**config.mk**
```make
export PLATFORM = sky130hd
export DESIGN_NAME = aliasreg_file
export DESIGN_NICKNAME = d
export VERILOG_FILES = /design/src/rtl/arf_pkg.sv /design/src/rtl/arf_storage.sv /design/src/rtl/arf_view_ctrl.sv /design/src/rtl/aliasreg_file.sv
export SDC_FILE = /design/constraint.sdc
export NUM_CORES = 1
export LEC_CHECK = 0
export ABC_AREA = 1
export ABC_CLOCK_PERIOD_IN_PS = 21900
export CORE_UTILIZATION = 35
export DETAILED_ROUTE_END_ITERATION = 6
export GPL_ROUTABILITY_DRIVEN = 0
export HOLD_SLACK_MARGIN = 0.08
export PLACE_DENSITY = 0.49
export RECOVER_POWER = 50
export SKIP_CTS_REPAIR_TIMING = 1
export SYNTH_ARGS = -nofsm -noshare
export SYNTH_HDL_FRONTEND = slang
export SYNTH_SLANG_ARGS = --single-unit
```
**constraint.sdc**
```tcl
create_clock -name clk -period 21.9 [get_ports clk]
set_input_delay 6.57 -clock clk [delete_from_list [all_inputs] [get_ports clk]]
set_output_delay 6.57 -clock clk [all_outputs]
set_load 0.01 [all_outputs]
```
**src/rtl/arf_pkg.sv**
```systemverilog
package arf_pkg;
  typedef enum logic [2:0] {
    OP_NOP    = 3'd0,
    OP_FPUSH  = 3'd1,
    OP_FPOP   = 3'd2,
    OP_FREAD  = 3'd3,
    OP_FWRITE = 3'd4,
    OP_PREAD  = 3'd5,
    OP_PWRITE = 3'd6,
    OP_EMPTY  = 3'd7
  } arf_op_e;

  typedef enum logic [1:0] {
    VIEW_NONE = 2'd0,
    VIEW_FP   = 2'd1,
    VIEW_PK   = 2'd2
  } arf_view_e;

  typedef enum logic [2:0] {
    TC_HOLD      = 3'd0,
    TC_ONE_VALID = 3'd1,
    TC_ONE_EMPTY = 3'd2,
    TC_ALL_VALID = 3'd3,
    TC_ALL_EMPTY = 3'd4
  } arf_tagcmd_e;

  localparam logic [1:0] TAG_VALID = 2'b00;
  localparam logic [1:0] TAG_EMPTY = 2'b11;

  function automatic arf_view_e view_of(input arf_op_e op);
    case (op)
      OP_FPUSH, OP_FPOP, OP_FREAD, OP_FWRITE: view_of = VIEW_FP;
      OP_PREAD, OP_PWRITE:                    view_of = VIEW_PK;
      default:                                view_of = VIEW_NONE;
    endcase
  endfunction
endpackage

```
**src/rtl/arf_storage.sv**
```systemverilog
module arf_storage
  import arf_pkg::*;
#(
  parameter int ENTRIES = 8,
  parameter int WORD_W  = 80,
  localparam int IDX_W  = $clog2(ENTRIES)
) (
  input  logic              clk,
  input  logic              rst_n,
  input  logic              wr_en,
  input  logic [IDX_W-1:0]  wr_idx,
  input  logic [WORD_W-1:0] wr_word,
  input  arf_tagcmd_e       tag_cmd,
  input  logic [IDX_W-1:0]  tag_idx,
  input  logic [IDX_W-1:0]  rd_idx,
  output logic [WORD_W-1:0] rd_word,
  output logic              rd_empty,
  output logic [2*ENTRIES-1:0] tag_bits
);
  logic [WORD_W-1:0] words [ENTRIES];
  logic [1:0]        tags  [ENTRIES];

  for (genvar g = 0; g < ENTRIES; g++) begin : g_entry
    always_ff @(posedge clk) begin
      if (!rst_n) begin
        words[g] <= '0;
        tags[g]  <= TAG_EMPTY;
      end else begin
        if (wr_en && wr_idx == IDX_W'(g)) words[g] <= wr_word;
        case (tag_cmd)
          TC_ALL_VALID: tags[g] <= TAG_VALID;
          TC_ALL_EMPTY: tags[g] <= TAG_EMPTY;
          TC_ONE_VALID: if (tag_idx == IDX_W'(g)) tags[g] <= TAG_VALID;
          TC_ONE_EMPTY: if (tag_idx == IDX_W'(g)) tags[g] <= TAG_EMPTY;
          default: ;
        endcase
      end
    end
    assign tag_bits[2*g +: 2] = tags[g];
  end

  assign rd_word  = words[rd_idx];
  assign rd_empty = (tags[rd_idx] == TAG_EMPTY);
endmodule

```
**src/rtl/arf_view_ctrl.sv**
```systemverilog
module arf_view_ctrl
  import arf_pkg::*;
#(
  parameter int PENALTY = 2,
  localparam int CNT_W  = $clog2(PENALTY + 1)
) (
  input  logic    clk,
  input  logic    rst_n,
  input  logic    cmd_valid,
  input  arf_op_e cmd_op,
  input  logic    accept,
  output logic    stall
);
  arf_view_e        last_view;
  logic [CNT_W-1:0] remain;
  arf_view_e        want;
  logic             mismatch;

  always_comb begin
    want     = view_of(cmd_op);
    mismatch = cmd_valid && want != VIEW_NONE && last_view != VIEW_NONE
               && want != last_view;
  end

  assign stall = mismatch || (remain != '0);

  always_ff @(posedge clk) begin
    if (!rst_n) begin
      last_view <= VIEW_NONE;
      remain    <= '0;
    end else if (remain != '0) begin
      remain <= remain - 1'b1;
    end else if (mismatch) begin
      last_view <= want;
      remain    <= CNT_W'(PENALTY - 1);
    end else if (accept) begin
      if (cmd_op == OP_EMPTY)      last_view <= VIEW_NONE;
      else if (want != VIEW_NONE)  last_view <= want;
    end
  end
endmodule

```
**src/rtl/aliasreg_file.sv**
```systemverilog
module aliasreg_file
  import arf_pkg::*;
#(
  parameter int ENTRIES = 8,
  parameter int MANT_W  = 64,
  parameter int EXP_W   = 16,
  parameter int PENALTY = 2,
  localparam int IDX_W  = $clog2(ENTRIES),
  localparam int WORD_W = MANT_W + EXP_W
) (
  input  logic                 clk,
  input  logic                 rst_n,
  input  logic                 cmd_valid,
  output logic                 cmd_ready,
  input  logic [2:0]           cmd_op,
  input  logic [IDX_W-1:0]     cmd_idx,
  input  logic [WORD_W-1:0]    cmd_data,
  output logic                 rsp_valid,
  input  logic                 rsp_ready,
  output logic [WORD_W-1:0]    rsp_data,
  output logic                 rsp_underflow,
  output logic                 switch_stall,
  output logic [IDX_W-1:0]     stack_top,
  output logic [2*ENTRIES-1:0] tag_bits
);
  arf_op_e           op;
  logic              accept;
  logic [IDX_W-1:0]  tos;
  logic [IDX_W-1:0]  rel_idx, below_idx;
  logic              wr_en;
  logic [IDX_W-1:0]  wr_idx, rd_idx, tag_idx;
  logic [WORD_W-1:0] wr_word, rd_word;
  logic              rd_empty;
  arf_tagcmd_e       tag_cmd;
  logic              is_read;

  assign op        = arf_op_e'(cmd_op);
  assign cmd_ready = !switch_stall && (!rsp_valid || rsp_ready);
  assign accept    = cmd_valid && cmd_ready;
  assign rel_idx   = tos + cmd_idx;
  assign below_idx = tos - 1'b1;
  assign stack_top = tos;

  always_comb begin
    wr_en   = 1'b0;
    wr_idx  = cmd_idx;
    wr_word = cmd_data;
    rd_idx  = cmd_idx;
    tag_idx = cmd_idx;
    tag_cmd = TC_HOLD;
    is_read = 1'b0;
    case (op)
      OP_FPUSH: begin
        wr_en = accept; wr_idx = below_idx; tag_idx = below_idx;
        tag_cmd = accept ? TC_ONE_VALID : TC_HOLD;
      end
      OP_FWRITE: begin
        wr_en = accept; wr_idx = rel_idx; tag_idx = rel_idx;
        tag_cmd = accept ? TC_ONE_VALID : TC_HOLD;
      end
      OP_FPOP: begin
        rd_idx = tos; tag_idx = tos; is_read = 1'b1;
        tag_cmd = accept ? TC_ONE_EMPTY : TC_HOLD;
      end
      OP_FREAD: begin
        rd_idx = rel_idx; is_read = 1'b1;
      end
      OP_PREAD: is_read = 1'b1;
      OP_PWRITE: begin
        wr_en   = accept;
        wr_word = {{EXP_W{1'b1}}, cmd_data[MANT_W-1:0]};
        tag_cmd = accept ? TC_ALL_VALID : TC_HOLD;
      end
      OP_EMPTY: tag_cmd = accept ? TC_ALL_EMPTY : TC_HOLD;
      default: ;
    endcase
  end

  arf_storage #(.ENTRIES(ENTRIES), .WORD_W(WORD_W)) u_store (
    .clk(clk), .rst_n(rst_n),
    .wr_en(wr_en), .wr_idx(wr_idx), .wr_word(wr_word),
    .tag_cmd(tag_cmd), .tag_idx(tag_idx),
    .rd_idx(rd_idx), .rd_word(rd_word), .rd_empty(rd_empty),
    .tag_bits(tag_bits)
  );

  arf_view_ctrl #(.PENALTY(PENALTY)) u_view (
    .clk(clk), .rst_n(rst_n),
    .cmd_valid(cmd_valid), .cmd_op(op), .accept(accept),
    .stall(switch_stall)
  );

  always_ff @(posedge clk) begin
    if (!rst_n) begin
      tos <= '0;
    end else if (accept) begin
      case (op)
        OP_FPUSH:  tos <= below_idx;
        OP_FPOP:   tos <= tos + 1'b1;
        OP_PWRITE: tos <= '0;
        default: ;
      endcase
    end
  end

  always_ff @(posedge clk) begin
    if (!rst_n) begin
      rsp_valid     <= 1'b0;
      rsp_data      <= '0;
      rsp_underflow <= 1'b0;
    end else if (accept && is_read) begin
      rsp_valid <= 1'b1;
      if (op == OP_PREAD) begin
        rsp_data      <= {{EXP_W{1'b0}}, rd_word[MANT_W-1:0]};
        rsp_underflow <= 1'b0;
      end else begin
        rsp_data      <= rd_word;
        rsp_underflow <= rd_empty;
      end
    end else if (rsp_ready) begin
      rsp_valid <= 1'b0;
    end
  end
endmodule

```
* After elaboration in Yosys (flattened, before gate mapping)
Memory sizes are Yosys's and may differ from the RTL's.
Cells that the tools add are included.
** Word-level totals
- Flip-flop bits (word level) :: 89
- Memory bits (writable) :: 656
- Output and inout port bits :: 103
- Memories :: 2
** Memories
- u_store.words :: depth 8, width 80, rd ports 1, clocked after memory_dff 0, wr ports 8, line arf_storage.sv:20 : logic [WORD_W-1:0] words [ENTRIES];
- u_store.tags :: depth 8, width 2, rd ports 9, clocked after memory_dff 0, wr ports 8, line arf_storage.sv:21 : logic [1:0] tags [ENTRIES];
** Operators by class
- Add/sub/neg operators :: 4
- Equal/unequal tests :: 27
- Multiplexer cells :: 150
- Bitwise gates (word level) :: 41
- Reduce and logical (&&, ||, !) cells :: 35
** Operators by type and width (number)
- 80-bit 2-to-1 mux :: 10
- 1-bit 2-to-1 mux :: 93
- 2-bit 2-to-1 mux :: 40
- 1-bit OR :: 40
- 3-bit equality test (second input constant) :: 13
- 3-bit by 2-bit equality test with 1-bit output (second input constant) :: 8
- 3-bit one-hot mux with 3 select lines :: 2
- 1-bit logical AND :: 14
- 3-bit by 1-bit equality test with 1-bit output (second input constant) :: 4
- 3-bit one-hot mux with 2 select lines :: 2
- 3-bit one-hot mux with 4 select lines :: 1
- 2-bit nonzero test :: 6
- 3-bit zero test :: 2
- 3-bit nonzero test :: 2
- 3-bit OR reduction :: 2
- 2-bit one-hot mux with 2 select lines :: 1
- 2-bit OR reduction :: 2
- 4-bit OR reduction :: 1
- 3-bit by 1-bit adder with 3-bit output (second input constant) :: 1
- 3-bit adder :: 1
- 3-bit 2-to-1 mux :: 1
- 3-bit AND reduction :: 1
- 3-bit by 1-bit subtractor with 3-bit output (second input constant) :: 1
- 2-bit equality test (second input constant) :: 1
- 6 further kinds :: 8

* Logic depth before layout (Yosys ltp)
- Depth in word-level cells :: 21
- Mapped depth :: 15
- Depth with buffers taken out :: 14

* Cells and area by module
Synthesis repeated with hierarchy kept, for this count alone.
** Unflattened totals
- Cells, all modules :: 4126
- Area total of the unflattened synthesis :: 35056.1 um^2
** Modules (own cells, without submodules)
- arf_storage :: instances 1, cells each 3453, area an instance 30594.3 um^2, sequential area each 19458.7 um^2
- aliasreg_file :: instances 1, cells each 632, area an instance 4207.8 um^2, sequential area each 1701.6 um^2
- arf_view_ctrl :: instances 1, cells each 41, area an instance 254.0 um^2, sequential area each 80.1 um^2

* Worst setup path after synthesis
Ideal clock, no wire load.
- Path type :: input-to-reg
- Start point :: input cmd_idx[0]
- End point :: memory u_store.words[0][0], enable pin
- Data arrival time :: 13.618 ns
- Data required time :: 21.271 ns
- Setup slack :: 7.653 ns
- Stages :: 8
- Path buffers :: 0
- Cell sequence :: ha_1 -> fa_1 -> nand3b_1 -> nand3_1 -> nand2_1 -> a21oi_2 -> nand2_1 -> o21ai_0
** RTL lines
- start, declared :: line aliasreg_file.sv:16 : input logic [IDX_W-1:0] cmd_idx,
- end, declared :: line arf_storage.sv:20

* Worst setup path after layout
- Start point :: input cmd_op[2]
- End point :: output cmd_ready
** Between the ends
- Word-level cells in the longest chain between the ends :: 10
- Elaborated cells between the ends (all ways) :: 17
- Classes of those cells :: 7 x eq/ne; 1 x mux; 9 x reduce/logical
** RTL lines
- start, declared :: line aliasreg_file.sv:15 : input logic [2:0] cmd_op,
- 3-bit by 1-bit equality test with 1-bit output (tied with other cells) :: line arf_pkg.sv:31 : case (op)
- 4-bit OR reduction or 2-bit OR reduction (tied branches) :: line arf_pkg.sv:31
- 2-bit one-hot mux with 2 select lines * :: line arf_pkg.sv:31
- 2-bit nonzero test :: line arf_view_ctrl.sv:21 : mismatch = cmd_valid && want != VIEW_NONE && last_view != VIEW_NONE
- 1-bit logical AND (2 in a row) :: line arf_view_ctrl.sv:21
- 1-bit logical AND * :: line arf_view_ctrl.sv:22 : && want != last_view;
- 1-bit logical OR * :: line arf_view_ctrl.sv:25 : assign stall = mismatch || (remain != '0);
- 1-bit zero test * :: line aliasreg_file.sv:38 : assign cmd_ready = !switch_stall && (!rsp_valid || rsp_ready);
- 1-bit logical AND * :: line aliasreg_file.sv:38
- end, declared :: line aliasreg_file.sv:14 : output logic cmd_ready,
Every way passes the cells marked *; elsewhere a longest branch is shown, timed or not.

==> flow_summary_export.csv <==
group,metric,value,unit
outcome,status,"finished, violations left",
outcome,violations,"capacitance limit, slew limit",
synthesis,netlist_area,0.0348,mm2
floorplanning,fp.coreArea,0.0984,mm2
clock_tree,clkLatencyLatePin,650,ps
synthesis,syn_avg_cell_area,9.22,um2
timing,period_needed,15880,ps
placement,portBuffers,192,
synthesis,synth_compound_area_share,6.01,%
timing,fin_hold_ws,438,ps
setup_path,cp_num_buf_inv,4,
drt,wl_per_cell,20.5,um
floorplanning,num_io_pins,193,
timing,rsz0062_at_grt,"false",
drt,drc_errors,0,
timing,worst_pin_slew,4850,ps
drt,vias,25900,
grt,grtUsageTotal,21.0,%
setup_path,start_kind,"input pin",
grt,antenna_found_initial,3,
timing,skew,22.9,ps
setup_path,slowest_stage,"dlygate4sd3_1",
min_path,worstHoldPathType,"reg2reg",
setup_path,cp-end-kind,"primary output",
synthesis,synth_cell_types,39,
timing,maxSlewHeadroom,-223,%
timing,hold_violations,0,
grt,grt_pass1_vias,24700,
layout,final_common_cell,"nor2_1",
setup_path,cp.arrival,9310,ps
synthesis,synth_edf_count,648,
layout,syn2layout_area_growth,14.7,%
setup_path,crit_path_max_incr_delay,730,ps
drt,ant_nets,0,
grt,grt_first_pass_wirelength,160000,um
grt,grt_max_degree,243,
synthesis,synth_warnings,0,
setup_path,path_cells,"dlygate4sd3_1 > clkinvlp_2 > nand2_1 > nand3_1 > a21oi_1 > nor2_1 > nor2_1 > inv_1 > a21oi_1 > clkdlybuf4s50_1",
pwr,p_leak,0.0167,uW
layout,nets,3937,
pwr,ir_worst_vdd,50.7,uV
clock_tree,cts_tree,"yes",
synthesis,muxShareOfSynthArea,0,%
flow_run,cap_violations,24,
synthesis,seq_area_frac_synth,61.0,%
setup_path,critPathKind,"in2out",
floorplanning,fp-row-count,115,
synthesis,synth_top_family_by_area,"simple AND/OR/NAND/NOR gates",
drt,via_per_inst,4.98,
timing,post-route-period-util,72.5,%
drt,drtPass1Iterations,5,
synthesis,synth_seq_cells,737,
synthesis,ys.flop_type,"edfxtp_1",
timing,setup_viol,0,
setup_path,path_max_fanout,8,
synthesis,synth-xor-area-share,0.0252,%
setup_path,r2r_slack,14470,ps
pwr,pwr_density_cell,85.5,mW/mm2
clock_tree,path_clk_slew,50,ps
floorplanning,die_area,0.101,mm2
setup_path,cp_top_family,"buffers and inverters",
layout,layout_common_cells,"nor2_1, edfxtp_1, inv_1, nand2_1, nand3_1",
timing,tns,0,ps
layout,drive_gt1_share,4.47,%
layout,fin_util,40.6,%
drt,drtIter0Drc,1987,
synthesis,synthCells,3778,
synthesis,async_reset_ff_share,0,%
floorplanning,start_util,35.4,%
clock_tree,cts_buffers,84,
timing,fmax,63.0,MHz
grt,overflow,0,
clock_tree,cts_buffer_depth,3,
synthesis,synthAdderAreaFrac,0.165,%
floorplanning,die_w,317,um
placement,dp_hpwl,52200,um
synthesis,synth_fp_nets,3872,
floorplanning,die_h,317,um
clock_tree,htreeDepth,3,
clock_tree,cts_sinks,737,
clock_tree,cts_root_buffer,"clkbuf_16",
setup_path,required,15330,ps
synthesis,yosys.area_share.simple,22.3,%
drt,routed_wl,107000,um
timing,slew_viol_final,849,
[power by group]
part	internal [uW]	leakage [uW]	switching [uW]
clock	835	0.00135	582
combinational	115	0.00794	267
sequential	1600	0.00741	20.6
[routing by layer]
layer | vias to the layer above | track usage [%] | wire [um] | part of all wire, %
li1 | 12400 | - | - | -
met1 | 12600 | 29.2 | 48500 | 46
met2 | 758 | 34.2 | 49400 | 46
met3 | 142 | 2.80 | 6430 | 6.0
met4 | 0 | 6.22 | 2310 | 2.2
met5 | - | 0 | 0 | 0
[final timing paths]
path,start,endpoint,depth (start not counted)
min,u_view.remain[1],u_view.remain[1],2
max,cmd_op[2],cmd_ready,10
min reg2reg,u_view.remain[1],u_view.remain[1],2
max reg2reg,u_view.last_view[0],u_store.words[5][27],9
[area by class of cell]
class	count	area [um2]
fill	9894	58500
antenna	1	2.50
clock inverter	31	299
multi-input combinational	2187	9860
sequential	737	21200
inverter	596	2240
clock buffer	127	2450
timing repair buffer	237	2240
tap	1287	1610
[cells by family after synthesis]
logic type	after synthesis
AOI/OAI and AO/OA	374
and+or+nand+nor	1808
buffers and inverters	854
DFF	737
xor gates and xnor gates	1
adders and majority gates	4
[cells in the mapped netlist (5+ instances only)]
library cell | count | area share [%]
a21oi_1 | 70 | 1.0
buf_1 | 20 | 0.22
buf_2 | 72 | 1.0
buf_4 | 11 | 0.24
buf_6 | 41 | 1.3
clkbuf_1 | 114 | 1.2
dfxtp_1 | 89 | 5.1
edfxtp_1 | 648 | 56
inv_1 | 589 | 6.3
inv_2 | 5 | 0.054
nand2_1 | 574 | 6.2
nand3_1 | 318 | 4.6
nand4_1 | 132 | 2.4
nand4_4 | 8 | 0.49
nor2_1 | 745 | 8.0
nor2b_1 | 17 | 0.31
o211ai_1 | 63 | 1.4
o21ai_0 | 173 | 2.5
o21ai_1 | 45 | 0.65
o21bai_1 | 17 | 0.37
[worst register-to-register path, stage by stage (launching register included)]
cell and delay, ps:
dfxtp_1 310, inv_1 50, nor2_1 40, a21oi_1 180, nand4_1 1070, nor2_1 1080, nand2_1 240, o21ai_0 2060
clkbuf_1 1040, buf_4 920
[state kept, by name, summed over array words and instances, names as in the netlist]
register and flops:
u_store.words 640, stack_top 3, rsp_data 80, u_view.remain 2, rsp_underflow 1, u_view.last_view 2, rsp_valid 1, u_store.tags 8
[through the flow]
step | power [uW] | area, um2 | std cells | worst slack [ps]
after global placement | 2040 | 37500 | 5044 | 6520
after floorplan | 1890 | 34800 | 3778 | 7650
final | 3420 | 40000 | 5203 | 6020
after global routing | 3550 | 39900 | 5202 | 5800
after detailed placement | 2040 | 37500 | 5044 | 6480
after CTS | 3460 | 40200 | 5202 | 6470
(Power assumes the default switching activity.)
